==> config.mk <==
export PLATFORM = sky130hd
export DESIGN_NAME = tcmp_pulse_chan
export DESIGN_NICKNAME = d
export VERILOG_FILES = /design/src/rtl/tcmp_pkg.sv /design/src/rtl/tcmp_wrap_det.sv /design/src/rtl/tcmp_ctl_regs.sv /design/src/rtl/tcmp_cmp_seq.sv /design/src/rtl/tcmp_pulse_chan.sv
export SDC_FILE = /design/constraint.sdc
export NUM_CORES = 1
export LEC_CHECK = 0
export BUFFER_PORTS_ARGS = -buffer_cell sky130_fd_sc_hd__buf_4
export CORE_AREA = 2 2 105 107
export CTS_CLUSTER_DIAMETER = 60
export CTS_CLUSTER_SIZE = 10
export DETAILED_ROUTE_END_ITERATION = 6
export DIE_AREA = 0 0 107 109
export GPL_ROUTABILITY_DRIVEN = 0
export MAX_ROUTING_LAYER = met4
export PLACE_DENSITY = 0.84
export SETUP_SLACK_MARGIN = 0.05
export SKIP_LAST_GASP = 1
export SLEW_MARGIN = 20
export SYNTH_ARGS = -nofsm -noshare
export SYNTH_HDL_FRONTEND = slang
export SYNTH_SLANG_ARGS = --single-unit
==> constraint.sdc <==
create_clock -name clk -period 7.6 [get_ports clk]
set_clock_uncertainty 0.05 [all_clocks]
set_input_delay 0.76 -clock clk [delete_from_list [all_inputs] [get_ports clk]]
set_output_delay 0.76 -clock clk [all_outputs]
set_load 0.005 [all_outputs]
==> src/rtl/tcmp_pkg.sv <==
package tcmp_pkg;

    typedef enum logic [1:0] {
        CS_IDLE   = 2'd0,
        CS_ARMED  = 2'd1,
        CS_QUEUED = 2'd2
    } cmp_state_e;

    localparam int unsigned MODE_PULSE_CODE = 1;

endpackage

==> src/rtl/tcmp_wrap_det.sv <==
module tcmp_wrap_det #(
    parameter int CW = 31
) (
    input  logic          clk,
    input  logic          rst_n,
    input  logic [CW-1:0] cnt,
    output logic          wrapped
);

    logic [CW-1:0] prev_cnt;

    always_ff @(posedge clk) begin
        if (!rst_n) prev_cnt <= '0;
        else        prev_cnt <= cnt;
    end

    assign wrapped = (cnt < prev_cnt);

endmodule

==> src/rtl/tcmp_ctl_regs.sv <==
module tcmp_ctl_regs #(
    parameter int MW = 2
) (
    input  logic          clk,
    input  logic          rst_n,
    input  logic          ctl_we,
    input  logic [MW-1:0] ctl_mode,
    input  logic          ctl_irq_en,
    input  logic          ctl_dma_en,
    input  logic          flag_clr,
    input  logic          hit,
    output logic [MW-1:0] mode_q,
    output logic          dma_en_q,
    output logic          flag_q,
    output logic          irq
);

    logic irq_en_q;

    always_ff @(posedge clk) begin
        if (!rst_n) begin
            mode_q   <= '0;
            irq_en_q <= 1'b0;
            dma_en_q <= 1'b0;
        end else if (ctl_we) begin
            mode_q   <= ctl_mode;
            irq_en_q <= ctl_irq_en;
            dma_en_q <= ctl_dma_en;
        end
    end

    // Set has priority over write-one-to-clear.
    always_ff @(posedge clk) begin
        if (!rst_n)        flag_q <= 1'b0;
        else if (hit)      flag_q <= 1'b1;
        else if (flag_clr) flag_q <= 1'b0;
    end

    assign irq = flag_q & irq_en_q;

    a_r4_flag_set: assert property (@(posedge clk) disable iff (!rst_n)
        hit |=> flag_q);

    a_r4_flag_clear: assert property (@(posedge clk) disable iff (!rst_n)
        (flag_clr && !hit) |=> !flag_q);

endmodule

==> src/rtl/tcmp_cmp_seq.sv <==
module tcmp_cmp_seq
    import tcmp_pkg::*;
#(
    parameter int CW = 31
) (
    input  logic          clk,
    input  logic          rst_n,
    input  logic [CW-1:0] cnt,
    input  logic          mode_pulse,
    input  logic          wrapped,
    input  logic          wrap_cmp_en,
    input  logic          wr,
    input  logic [CW-1:0] wdata,
    output logic          hit,
    output logic          pulse,
    output logic          busy,
    output logic          next_full
);

    cmp_state_e    st, st_n;
    logic [CW-1:0] act_q, act_n;
    logic [CW-1:0] nxt_q, nxt_n;
    logic          drop;

    assign hit  = (st != CS_IDLE) && mode_pulse && (cnt == act_q);
    assign drop = (st != CS_IDLE) && wrapped && !wrap_cmp_en;

    always_comb begin
        st_n  = st;
        act_n = act_q;
        nxt_n = nxt_q;
        unique case (st)
            CS_IDLE: begin
                if (wr) begin                 // T_LOAD
                    act_n = wdata;
                    st_n  = CS_ARMED;
                end
            end
            CS_ARMED: begin
                if (hit || drop) begin        // T_DRAIN / T_DROP
                    if (wr) act_n = wdata;
                    else    st_n  = CS_IDLE;
                end else if (wr) begin        // T_ENQ
                    nxt_n = wdata;
                    st_n  = CS_QUEUED;
                end
            end
            CS_QUEUED: begin
                if (hit) begin                // T_PROMOTE
                    act_n = nxt_q;
                    st_n  = CS_ARMED;
                    if (wr) begin
                        nxt_n = wdata;
                        st_n  = CS_QUEUED;
                    end
                end else if (drop) begin      // T_DROP
                    if (wr) begin
                        act_n = wdata;
                        st_n  = CS_ARMED;
                    end else begin
                        st_n  = CS_IDLE;
                    end
                end else if (wr) begin        // T_REPLACE
                    nxt_n = wdata;
                end
            end
            default: st_n = CS_IDLE;
        endcase
    end

    // State register
    always_ff @(posedge clk) begin
        if (!rst_n) begin
            st    <= CS_IDLE;
            act_q <= '0;
            nxt_q <= '0;
        end else begin
            st    <= st_n;
            act_q <= act_n;
            nxt_q <= nxt_n;
        end
    end

    // Outputs
    always_ff @(posedge clk) begin
        if (!rst_n) begin
            pulse     <= 1'b0;
            busy      <= 1'b0;
            next_full <= 1'b0;
        end else begin
            pulse     <= hit;
            busy      <= (st_n != CS_IDLE);
            next_full <= (st_n == CS_QUEUED);
        end
    end

    a_r2_pulse_after_hit: assert property (@(posedge clk) disable iff (!rst_n)
        hit |=> pulse);

    a_r7_drain_to_idle: assert property (@(posedge clk) disable iff (!rst_n)
        (st == CS_ARMED && hit && !wr) |=> (st == CS_IDLE));

    a_r6_promote: assert property (@(posedge clk) disable iff (!rst_n)
        (st == CS_QUEUED && hit && !wr) |=> (st == CS_ARMED && act_q == $past(nxt_q)));

    a_r8_replace_keeps_active: assert property (@(posedge clk) disable iff (!rst_n)
        (st == CS_QUEUED && !hit && !drop && wr) |=> (st == CS_QUEUED && $stable(act_q)));

    a_r9_wrap_drop: assert property (@(posedge clk) disable iff (!rst_n)
        (drop && !hit && !wr) |=> (st == CS_IDLE));

endmodule

==> src/rtl/tcmp_pulse_chan.sv <==
module tcmp_pulse_chan
    import tcmp_pkg::*;
#(
    parameter int CW = 31,
    parameter int MW = 2
) (
    input  logic          clk,
    input  logic          rst_n,
    input  logic [CW-1:0] tmr_cnt,
    input  logic          wrap_cmp_en,
    input  logic          ctl_we,
    input  logic [MW-1:0] ctl_mode,
    input  logic          ctl_irq_en,
    input  logic          ctl_dma_en,
    input  logic          flag_clr,
    input  logic          cmp_we,
    input  logic [CW-1:0] cmp_wdata,
    output logic          pulse_o,
    output logic          irq_o,
    output logic          flag_o,
    output logic [MW-1:0] mode_o,
    output logic          dma_en_o,
    output logic          busy_o,
    output logic          next_full_o
);

    localparam logic [MW-1:0] MODE_PULSE = MW'(MODE_PULSE_CODE);

    logic hit;
    logic wrapped;
    logic mode_pulse;

    assign mode_pulse = (mode_o == MODE_PULSE);

    tcmp_wrap_det #(.CW(CW)) u_wrap (
        .clk     (clk),
        .rst_n   (rst_n),
        .cnt     (tmr_cnt),
        .wrapped (wrapped)
    );

    tcmp_ctl_regs #(.MW(MW)) u_ctl (
        .clk        (clk),
        .rst_n      (rst_n),
        .ctl_we     (ctl_we),
        .ctl_mode   (ctl_mode),
        .ctl_irq_en (ctl_irq_en),
        .ctl_dma_en (ctl_dma_en),
        .flag_clr   (flag_clr),
        .hit        (hit),
        .mode_q     (mode_o),
        .dma_en_q   (dma_en_o),
        .flag_q     (flag_o),
        .irq        (irq_o)
    );

    tcmp_cmp_seq #(.CW(CW)) u_seq (
        .clk         (clk),
        .rst_n       (rst_n),
        .cnt         (tmr_cnt),
        .mode_pulse  (mode_pulse),
        .wrapped     (wrapped),
        .wrap_cmp_en (wrap_cmp_en),
        .wr          (cmp_we),
        .wdata       (cmp_wdata),
        .hit         (hit),
        .pulse       (pulse_o),
        .busy        (busy_o),
        .next_full   (next_full_o)
    );

    a_r3_no_pulse_unless_mode: assert property (@(posedge clk) disable iff (!rst_n)
        (mode_o != MODE_PULSE) |=> !pulse_o);

    a_r5_irq_needs_flag: assert property (@(posedge clk) disable iff (!rst_n)
        irq_o |-> flag_o);

endmodule

Word-level counts from Yosys, hierarchy flattened
Index checks and enable logic that the tools add are counted.
{ "totals": {"memories": 0, "ff_bits": 103, "romBits": 0, "elab_cells": 57, "latch_bits": 0, "ramBits": 0, "in_bits": 72} }
{ "op_classes": {"div_mod_pow": 0, "n_mul": 0, "n_bitwise": 1, "n_eq_ne": 9, "order_cmp": 1, "shifts": 0, "reduce_logical": 14, "addsub": 0, "muxes": 21} }
{ "ops": {"columns": ["cell", "n"], "rows": [
  ["31-bit two-way mux", 8],
  ["31-bit one-hot mux with 3 select lines", 1],
  ["31-bit one-hot mux with 2 select lines", 1],
  ["31-bit equality test", 1],
  ["31-bit < comparator", 1],
  ["2-bit two-way mux", 7],
  ["2-bit nonzero test", 4],
  ["2-bit one-hot mux with 3 select lines", 1],
  ["3-bit AND reduction", 2],
  ["2-bit by 1-bit equality test with 1-bit output (second input constant)", 2],
  ["2-bit equality test (second input constant)", 2],
  ["1-bit logical AND", 4],
  ["1-bit two-way mux", 3],
  ["3-bit by 1-bit != test with 1-bit output (second input constant)", 1],
  ["3-bit by 2-bit != test with 1-bit output (second input constant)", 1],
  ["3-bit nonzero test", 1],
  ["2-bit logical NOT", 1],
  ["2-bit by 1-bit != test with 1-bit output (second input constant)", 1],
  ["2-bit != test (second input constant)", 1],
  ["1-bit bitwise AND", 1],
  ["1-bit logical NOT", 1],
  ["1-bit logical OR", 1]
]} }

Depth between registers and ports, before layout
Gate-level depths: netlist of the first run.
{ "logic_depth": {"depth_word": 7, "mapped_depth": 12, "mapped_depth_nobuf": 10} }

Hierarchy
A second synthesis of the first run with hierarchy kept.
{ "unflattened": {"cells_unflattened": 630, "hier_area_um2": 5485.3} }
{ "by_module_without_submodules": {"columns": ["module", "n_inst", "cells_each", "area_per_inst_um2"], "rows": [
  ["tcmp_cmp_seq", 1, 442, 3698.5],
  ["tcmp_wrap_det", 1, 170, 1576.5],
  ["tcmp_ctl_regs", 1, 17, 196.4],
  ["tcmp_pulse_chan", 1, 1, 13.8]
]} }

Least setup slack after synthesis of the first run
Ideal clock, no wire load.
{ "synth_timing": {"path_type": "input to register", "startpoint": "in tmr_cnt[21]", "endpoint": "reg u_seq.act_q[10]", "required_time_ps": 7422, "setup_time_ps": 128, "setup_slack_ps": 4655, "arrival_time_ps": 2766, "cell_stages": 10, "path_cell_list": "ha_1 nand4_1 nor4_1 o211ai_1 o2111ai_1 nand2_1 maj3_1 buf_2 o2111ai_1 o21ai_0"} }
{ "synth_via": {"elab_chain_len": 6} }
{ "synth_lines": {"columns": ["element", "line_no", "source"], "rows": [
  ["start, declared", "tcmp_pulse_chan.sv:9", "input logic [CW-1:0] tmr_cnt,"],
  ["31-bit < comparator", "tcmp_wrap_det.sv:17", "assign wrapped = (cnt < prev_cnt);"],
  ["1-bit logical AND (2 in a row)", "tcmp_cmp_seq.sv:26", "assign drop = (st != CS_IDLE) && wrapped && !wrap_cmp_en;"],
  ["1-bit logical OR", "tcmp_cmp_seq.sv:40", "if (hit || drop) begin"],
  ["2-bit by 1-bit != test with 1-bit output (no line)", null, null],
  ["3-bit AND reduction (no line)", null, null],
  ["end signal, assigned", "tcmp_cmp_seq.sv:79", "act_q <= act_n;"],
  ["end, declared", "tcmp_cmp_seq.sv:21", "logic [CW-1:0] act_q, act_n;"]
]} }
Parallel ways exist; a longest one is shown, timed or not.
A chain may end at the register's enable or synchronous reset.

Worst setup path in the final report of the first run
{ "layout_timing": {"startpoint": "in tmr_cnt[15]", "endpoint": "reg u_seq.nxt_q[11]"} }
{ "layout_via": {"elab_chain_len": 6} }
{ "layout_lines": {"columns": ["element", "line_no", "source"], "rows": [
  ["31-bit < comparator", "tcmp_wrap_det.sv:17", null],
  ["1-bit logical AND (2 in a row)", "tcmp_cmp_seq.sv:26", null],
  ["1-bit logical OR", "tcmp_cmp_seq.sv:40", null],
  ["2-bit != test (no line)", null, null],
  ["3-bit AND reduction (no line)", null, null],
  ["end signal, assigned", "tcmp_cmp_seq.sv:80", "nxt_q <= nxt_n;"],
  ["end, declared", "tcmp_cmp_seq.sv:22", "logic [CW-1:0] nxt_q, nxt_n;"]
]} }
Parallel ways exist; a longest one is shown, timed or not.

==> qor.txt, run 1 <==
Area of the multi-input gates - 3460 sq um
Reg clk slew, reported paths - 0.10 ns
All-Layer GR Usage - 25.9%
Status - finished, final reports clean
Syn nets - 795
Post-synthesis adder-cell area fraction - 6.25%
Root Buffer - clkbuf_8
Design Power - 1.20 mW
Max frequency - 264 MHz
Clk pwr share - 26.9%
Pleak - 2.87 nW
Setup TNS - 0 ns
CTS H-tree depth - 3
CTS tree - yes
Post-synthesis sequential area ratio - 33.4%
Final min period - 3.79 ns
Sequential share of power - 51.6%
Pwr dens - 181 nW/um^2
Layout Cells excl Fill - 876
Antenna violations before repair - 0
CP Max Fanout - 80
Fillers - 892
CTS Hold Bufs - 0
Worst slew margin - 28.8%
Num CTS Buffers - 9
Routed via count - 5232
RSZ-0062 raised after global routing - no
Asr flop ratio synth - 0%
Mean area per synthesized cell - 8.90 sq um
Die width - 107 microns
Core Area - 10600 sq um
Critical Path End Type - flop
Flip-flop and latch area - 2060 sq um
Largest net degree at the start of global routing - 125
Post-CTS resize count - 0
Internal power - 840 uW
Worst skew pair latency - 0.37 ns
Drt first pass iters - 6
Tcrit/Tclk final - 49.9%
Max-slew violations - 0
Critical Path RT - 7.82 ns
Ys Warns - 0
Synth Area in XOR/XNOR - 4.40%
Critical path class - input port to flop
Net switching power - 360 uW
Setup bufs post-CTS - 0
Hpwl dp - 10000 microns
Clk buf depth - 2
Antenna viol nets, final - 0
Comb power frac - 21.4%
Total die area - 11700 sq um
Post-synth EDFFs - 0
I/O pins - 80
Synth Area in Simple Gates - 18.4%
Compound-Gate Fraction of Synth Area - 16.2%
DR WL/cell - 16.5 microns
Switch share - 30.0%
Cells after Synth - 693
Peak VDD IR - 0.0879 mV
Routed WL - 14400 microns
Mux contribution to synthesized area - 10.7%
Main combinational cell family by area after synthesis - simple AND/OR/NAND/NOR gates
Main synth FF type - dfxtp_1
Port Buf Inserts - 79
Dpl cells - 860
Fin Hold WS - 0.447 ns
# rows - 38
Synth cell types - 45
Chip height - 109 microns
Ant. Diodes - 0
Initial DRC count - 502
Residual DRC count - 0
Clock Sinks - 103
Startpoint Class - input port
Fin. Hold Viols - 0
Layout cells sized above 1 - 14.3%
Initial Util - 58.2%
Via/cell ratio - 5.97
Hold/Removal Path Class - flop to flop
GR Overflow Total - 0
# nets final - 833
First-pass GRT wire length - 23300 microns
Area Growth Syn to Fin - 7.65%
Arr. time, crit path - 4.01 ns
# setup viols final - 0
Vias in the first global route - 4941
Mapped cell area - 6170 sq um
Max Cap Violations - 0
Worst-Margin Slew - 1.07 ns
Synth Register Bits - 103
## synth_stat cells (6+ instances only)
| master | n | area, sq um |
|---|---|---|
| buf_2 | 7 | 35.0 |
| o2111ai_1 | 32 | 280 |
| and2_1 | 33 | 206 |
| nor2_1 | 43 | 161 |
| o21ai_0 | 39 | 195 |
| nand4_1 | 10 | 62.6 |
| clkbuf_1 | 17 | 63.8 |
| xnor2_1 | 28 | 245 |
| ha_1 | 30 | 375 |
| a311o_1 | 31 | 310 |
| clkbuf_8 | 19 | 262 |
| inv_1 | 37 | 139 |
| nand2_1 | 74 | 278 |
| dfxtp_1 | 103 | 2060 |
| a21oi_1 | 17 | 85.1 |
| mux2i_1 | 66 | 661 |
| nand3_1 | 64 | 320 |
| buf_6 | 6 | 67.6 |
## cell usage in the layout (no fill, tap or decap), types with 2 or more instances in the layout
master,n
clkbuf_8,11
nor2_1,43
buf_4,82
a311o_1,31
dfxtp_1,103
nand3_1,64
o2111ai_1,32
inv_1,37
nor3_1,2
a21o_1,3
xor2_1,3
mux2i_1,66
a21oi_1,17
clkbuf_1,2
ha_1,30
clkinv_2,2
xnor2_1,28
and2_1,33
o21ai_0,39
nand2_1,74
nor4_1,2
nand4_1,10
## through the flow
stage | worst slack [ns] | util [%] | instance area [sq um]
finish | 3.81 | 62.6 | 6640
global route | 3.65 | 62.6 | 6640
CTS | 3.85 | 62.6 | 6630
detailed placement | 3.45 | 60.9 | 6460
global placement | 3.57 | 60.9 | 6460
floorplan | 4.66 | - | 6170
## power by group through the flow
stage / Combinational (mW) / Sequential, mW / Clock [mW]
4_1_cts: 0.256 / 0.618 / 0.327
6_report: 0.257 / 0.620 / 0.323
3_5_place_dp: 0.255 / 0.630 / 0
2_1_floorplan: 0.197 / 0.619 / 0
5_1_grt: 0.284 / 0.624 / 0.348
3_3_place_gp: 0.241 / 0.627 / 0
## metal layers
layer	GRT usage, %	vias up	part of all wire (%)
li1	-	2557	-
met1	33.0	2488	45
met2	41.9	159	48
met3	3.71	28	4.7
met4	9.83	0	2.6
met5	-	-	0
## worst paths after layout
path / slack, ns / cells after the start / endpoint / start
worst min register to register: 0.45 / 2 / u_ctl.flag_q$_SDFFE_PN0P_ / u_ctl.flag_q$_SDFFE_PN0P_
worst max register to register: 3.91 / 8 / u_seq.nxt_q[11]$_SDFFE_PN0P_ / u_seq.act_q[15]$_SDFFE_PN0P_
worst min-delay path: 0.45 / 2 / u_ctl.flag_q$_SDFFE_PN0P_ / u_ctl.flag_q$_SDFFE_PN0P_
worst max-delay path: 3.81 / 9 / u_seq.nxt_q[11]$_SDFFE_PN0P_ / tmr_cnt[15]
## flip-flops by register name, summed over array words and instances, names as in the netlist
signal and count:
u_ctl.dma_en_q 1, u_ctl.flag_q 1, u_ctl.irq_en_q 1, u_ctl.mode_q 2, u_seq.act_q 31, u_seq.busy 1
u_seq.next_full 1, u_seq.nxt_q 31, u_seq.pulse 1, u_seq.st 2, u_wrap.prev_cnt 31
## cell type report
class	count	area share, %
multi-input cells	497	52.1
flip-flops and latches	103	31.1
well taps	140	2.64
clock buffers	13	2.39
repair buffers	83	9.44
clock inverters	3	0.264
inverters	37	2.09
## worst max-delay path, stage by stage
cell,delay [ns]
buf_4,0.13
xnor2_1,0.24
nand4_1,0.13
nor4_1,0.80
nand4_4,0.71
buf_4,0.59
nand3_1,0.20
mux2i_1,0.09
a311o_1,0.33
## cell families after synthesis
logic type | count (synthesis)
compound gates | 134
xor+xnor | 31
fa+ha+maj | 31
buf+inv | 93
flops | 103
mux | 66
simple gates | 235
Note: power is estimated with default switching activity, not from simulation.
==> inputs of run 2 (changes only) <==
- CORE_AREA: 2 2 105 107 -> 2 2 106 108
- DIE_AREA: 0 0 107 109 -> 0 0 108 110
- PLACE_DENSITY: 0.84 -> 0.82
- clock period: 7.6 -> 4 ns (I/O delays scaled with it)
==> run 2 against run 1 <==
  * First-iteration DRC count shrank 3.4%
  * Worst setup slack lost 2.9 ns
  * Cell area grew 1.5%
  * Critical endpoint is now u_seq.act_q[9]$_SDFFE_PN0P_
  * Sequential cell count is the same
  * Final cell count grew 0.34%
  * Non-clock buffer count grew 3
  * Clock power grew 140%
  * Power grew 100%
  * Via count grew 0.80%
  * Register-to-register slack lost 3.0 ns
  * Largest cell class unchanged
  * Wire length grew 1.5%
  * Clock-buffer cell count shrank 1
==> qor.txt, run 2 (synthesis results as in run 1) <==
Status - finished, final reports clean
Critical Path End Type - flop
Reg clk slew, reported paths - 0.10 ns (about the same)
Setup WS pre-CTS - 0.664 ns (-2.79 ns)
Chip height - 110 microns (+0.92%)
Post-CTS resize count - 0 (unchanged)
I/O pins - 80 (unchanged)
Layout Cells excl Fill - 879 (+0.34%)
Initial Util - 57.6% (-0.52 points)
All-Layer GR Usage - 25.3% (-0.59 points)
Clock Sinks - 103 (unchanged)
Switch share - 28.6% (-1.5 points)
Worst-Margin Slew - 1.13 ns (+0.0680 ns)
DR WL/cell - 16.7 microns (+1.2%)
Die width - 108 microns (+0.93%)
Initial DRC count - 485 (-3.4%)
CTS tree - yes
Dpl cells - 863 (+0.35%)
Residual DRC count - 0 (unchanged)
Worst slew margin - 24.3% (-4.5 points)
Peak VDD IR - 0.211 mV (+140%)
Final min period - 3.14 ns
Tcrit/Tclk final - 78.5%
Area Growth Syn to Fin - 9.27%
Most frequent cells in the layout - dfxtp_1, buf_4, nand2_1
First-pass GRT wire length - 23200 microns (-0.27%)
Max frequency - 319 MHz
Commonest non-fill, non-tap cell in the layout - dfxtp_1
Hold/Removal Path Class - input port to flop
GR Overflow Total - 0 (unchanged)
Largest net degree at the start of global routing - 126 (+0.80%)
Comb power frac - 20.2% (-1.2 points)
Routed WL - 14600 microns (+1.5%)
PnR worst setup slack - 0.861 ns (-2.95 ns)
# setup viols final - 0 (unchanged)
Max-slew violations - 0 (unchanged)
Area post-placement - 6490 sq um (+0.54%)
Clk pwr share - 31.6% (+4.7 points)
CP Max Fanout - 62 (-23%)
Cell area after layout - 6740 sq um (+1.5%)
Setup TNS - 0 ns (unchanged)
Antenna viol nets, final - 0 (unchanged)
Pleak - 2.92 nW (+1.7%)
Critical Path RT - 4.18 ns (-3.64 ns)
CTS Hold Bufs - 0 (unchanged)
Hpwl dp - 10000 microns (+0.27%)
Routed via count - 5274 (+0.80%)
Pwr dens - 362 nW/um^2 (+100%)
Layout cells sized above 1 - 14.9% (+0.62 points)
Critical path class - flop to flop
Via/cell ratio - 6.00 (+0.46%)
Internal power - 1.74 mW (+110%)
CTS H-tree depth - 3 (unchanged)
Net switching power - 698 uW (+94%)
# nets final - 836 (+0.36%)
Startpoint Class - flop
Ant. Diodes - 0 (unchanged)
Antenna violations before repair - 0 (unchanged)
Setup bufs post-CTS - 0 (unchanged)
Fin. Hold Viols - 0 (unchanged)
Fin Hold WS - 0.207 ns (-0.239 ns)
Sequential share of power - 48.2% (-3.4 points)
RSZ-0062 raised after global routing - no
Max Cap Violations - 0 (unchanged)
Drt first pass iters - 5 (-1)
Core Area - 10700 sq um (+0.90%)
Port Buf Inserts - 79 (unchanged)
Design Power - 2.44 mW (+100%)
Regs by FF count - u_seq.act_q: 31 flops, u_seq.nxt_q: 31 flops, u_wrap.prev_cnt: 31 flops
Final Util - 63.0% (+0.38 points)
Num CTS Buffers - 9 (unchanged)
Clk buf depth - 2 (unchanged)
Worst skew pair latency - 0.37 ns (about the same)
Vias in the first global route - 4870 (-1.4%)
Root Buffer - clkbuf_8
Total die area - 11900 sq um (+1.9%)
# rows - 38 (unchanged)
Arr. time, crit path - 3.31 ns (-0.70 ns)
[run 2: final cells by class]
type | instances | area [sq um]
Multi-Input combinational cell | 497 | 3460
Clock inverter | 4 | 76.3
Sequential cell | 103 | 2060
Tap cell | 140 | 175
Clock buffer | 12 | 165
Timing Repair Buffer | 86 | 662
Fill cell | 879 | 3960
Inverter | 37 | 139
[run 2: power by group through the flow]
| stage | clock network (mW) | logic [mW] | registers [mW] |
|---|---|---|---|
| after floorplan | 0 | 0.374 | 1.18 |
| after global placement | 0 | 0.464 | 1.19 |
| after detailed placement | 0 | 0.489 | 1.20 |
| after CTS | 0.776 | 0.491 | 1.17 |
| after global routing | 0.819 | 0.543 | 1.19 |
| final | 0.772 | 0.493 | 1.18 |
[run 2: critical path: stages, from the launching register on]
cell and delay [ns]:
dfxtp_1 0.32, inv_1 0.04, ha_1 0.30, nand4_1 0.15, nor4_1 0.54, o211ai_1 0.21
o2111ai_1 0.25, nand2_1 0.12, maj3_1 0.37, buf_4 0.32, o2111ai_1 0.16, o21ai_0 0.14
[run 2: path summary, 6_finish.rpt]
check             depth (start not counted)                             end  slack [ns]                            from
hold reg to reg                           2    u_seq.act_q[25]$_SDFFE_PN0P_        0.46    u_seq.act_q[25]$_SDFFE_PN0P_
setup / recovery                         11     u_seq.act_q[9]$_SDFFE_PN0P_        0.86  u_wrap.prev_cnt[21]$_SDFF_PN0_
setup reg to reg                         11     u_seq.act_q[9]$_SDFFE_PN0P_        0.86  u_wrap.prev_cnt[21]$_SDFF_PN0_
hold / removal                            2  u_wrap.prev_cnt[18]$_SDFF_PN0_        0.21                     tmr_cnt[18]
[run 2: routing by layer]
layer / part of all wire, % / GRT usage, %
met1: 44 / 32.7
met2: 48 / 41.1
met3: 5.8 / 3.06
met4: 2.3 / 9.16
met5: 0 / -
==> inputs of run 3 (changes only) <==
- CORE_AREA: 2 2 106 108 -> 2 2 111 113
- DIE_AREA: 0 0 108 110 -> 0 0 113 115
- PLACE_DENSITY: 0.82 -> 0.79
- clock period: 4 -> 2.56 ns (I/O delays scaled with it)
==> run 3 against run 2 <==
  * The flow now finishes with violations (DRC, setup timing)
  * Highest routed layer unchanged
  * Clock power up 100%
  * Register-to-register slack worse by 1.0 ns
  * Core utilization up 4.2 points
==> qor.txt, run 3 (synthesis results as in run 1) <==
Total die area - 13000 sq um (+9.4%)
Hold/Removal Path Class - input port to flop
Largest net degree at the start of global routing - 65 (-48%)
Num CTS Buffers - 9 (unchanged)
Initial Util - 52.2% (-5.4 points)
Flip-flop and latch area - 2070 sq um (+0.42%)
# rows - 40 (+5.3%)
Area Growth Syn to Fin - 28.7%
Residual DRC count - 6 (+6)
Critical path class - flop to flop
Chip height - 115 microns (+4.5%)
Layout cells sized above 1 - 31.4% (+17 points)
Antenna viol nets, final - 0 (unchanged)
Max-slew violations - 0 (unchanged)
Root Buffer - clkbuf_16
Via/cell ratio - 6.23 (+3.9%)
Pleak - 3.45 nW (+18%)
Pwr dens - 574 nW/um^2 (+58%)
Reg clk slew, reported paths - 0.07 ns (-0.03 ns)
Routed WL - 18800 microns (+28%)
Peak VDD IR - 0.313 mV (+48%)
Fin. Hold Viols - 0 (unchanged)
Drt first pass iters - 7 (+2)
CTS H-tree depth - 3 (unchanged)
Max Cap Violations - 0 (unchanged)
Port Buf Inserts - 79 (unchanged)
Failing checks - DRC, setup timing
Worst slew margin - 57.9% (+34 points)
# setup viols final - 65 (+65)
Commonest non-fill, non-tap cell in the layout - buf_4
CP Max Fanout - 2 (-97%)
Vias in the first global route - 5849 (+20%)
Clock Sinks - 103 (unchanged)
I/O pins - 80 (unchanged)
Initial DRC count - 543 (+12%)
Arr. time, crit path - 2.95 ns (-0.36 ns)
GR Overflow Total - 0 (unchanged)
Max frequency - 369 MHz (+16%)
Routed via count - 5953 (+13%)
Antenna violations before repair - 0 (unchanged)
Startpoint Class - flop
CTS tree - yes
Tcrit/Tclk final - 106% (+27 points)
Design Power - 4.55 mW (+86%)
Critical Path End Type - flop
First-pass GRT wire length - 28600 microns (+23%)
Most frequent cells in the layout - buf_4, dfxtp_1, nand2_1
Regs by FF count - u_seq.act_q: 31 flops, u_seq.nxt_q: 31 flops, u_wrap.prev_cnt: 31 flops
Setup TNS - -6.89 ns (-6.89 ns)
Status - complete, but fails checks
All-Layer GR Usage - 28.7% (+3.3 points)
Flop-to-flop setup slack - -0.15 ns (-1.01 ns)
Worst skew pair latency - 0.36 ns (about the same)
Area of the multi-input gates - 3830 sq um (+11%)
# nets final - 906 (+8.4%)
Area post-placement - 6960 sq um (+7.3%)
Ant. Diodes - 0 (unchanged)
Critical Path RT - 2.79 ns (-1.39 ns)
PnR worst setup slack - -0.152 ns (-1.01 ns)
Fillers - 811 (-7.7%)
Clk buf depth - 2 (unchanged)
Die width - 113 microns (+4.6%)
RSZ-0062 raised after global routing - yes
Core Area - 11800 sq um (+10%)
Worst-Margin Slew - 0.631 ns (-0.503 ns)
Final min period - 2.71 ns (-0.427 ns)
CTS Hold Bufs - 0 (unchanged)
DR WL/cell - 19.7 microns (+18%)
Cell area after layout - 7940 sq um (+18%)
Hpwl dp - 11200 microns (+12%)
==> run 3: changes by cell type in the layout (fill, tap and decap cells not counted), moves of 16 or more <==
cell and delta:
buf_4 +57, o2111ai_1 -16, o2111ai_2 +16, o21ai_0 -34
o21ai_2 +30
==> run 3: final timing paths <==
| check | endpoint | start | depth (start not counted) |
|---|---|---|---|
| worst min register to register | u_ctl.flag_q$_SDFFE_PN0P_ | u_ctl.flag_q$_SDFFE_PN0P_ | 2 |
| worst max-delay path | u_seq.next_full$_SDFF_PN0_ | u_wrap.prev_cnt[22]$_SDFF_PN0_ | 13 |
| worst max register to register | u_seq.next_full$_SDFF_PN0_ | u_wrap.prev_cnt[22]$_SDFF_PN0_ | 13 |
| worst min-delay path | u_wrap.prev_cnt[0]$_SDFF_PN0_ | tmr_cnt[0] | 2 |
==> run 3: layout make-up <==
cell class | instances | share of cell area [%]
Clock buffer | 11 | 2.93
Clock inverter | 4 | 1.20
Inverter | 37 | 1.75
Multi-Input combinational cell | 497 | 48.3
Sequential cell | 103 | 26.1
Tap cell | 147 | 2.32
Timing Repair Buffer | 156 | 17.4
==> run 3: per-stage QoR <==
| stage | std cells | utilization (%) | setup slack (ns) | hold slack, ns |
|---|---|---|---|---|
| after global routing | 955 | 67.2 | -0.284 | 0.104 |
| after floorplan | 693 | - | 0.0581 | 0.328 |
| after CTS | 951 | 65.0 | -0.121 | 0.0901 |
| after global placement | 925 | 59.0 | -0.376 | 0.417 |
| after detailed placement | 925 | 59.0 | -0.466 | 0.436 |
| final | 955 | 67.2 | -0.152 | 0.0958 |
==> run 3: critical path, stage by stage (launching register included) <==
cell and delay (ns):
dfxtp_2 0.32, inv_2 0.04, ha_4 0.25, nand4_1 0.18, nor4_4 0.39, o211ai_1 0.19
o2111ai_2 0.25, nand2_2 0.09, buf_4 0.14, buf_4 0.12, buf_4 0.13, o31ai_4 0.19
nand2_1 0.13, a21oi_2 0.16
==> run 3: per-layer routing <==
| layer | global-route usage [%] | share of wire, % | vias to the layer above |
|---|---|---|---|
| met5 | - | 0 | - |
| met4 | 13.3 | 4.5 | 0 |
| met3 | 4.27 | 6.3 | 76 |
| met2 | 47.7 | 49 | 288 |
| met1 | 34.4 | 40 | 2875 |
| li1 | - | - | 2714 |
==> run 3: repair_timing <==
item / in CTS / in global routing
setup buffers: 6 / 3
endpoints found under the setup margin: 65 / 65
cloned: 5 / 3
resized for setup: 79 / 49
pin swaps: 23 / 53
==> run 3: report_power, final <==
part / switching [mW] / leakage [nW] / internal (mW)
combinational: 0.575 / 2.44 / 0.550
sequential: 0.118 / 0.850 / 1.73
clock: 0.626 / 0.160 / 0.951
total: 1.32 / 3.45 / 3.23
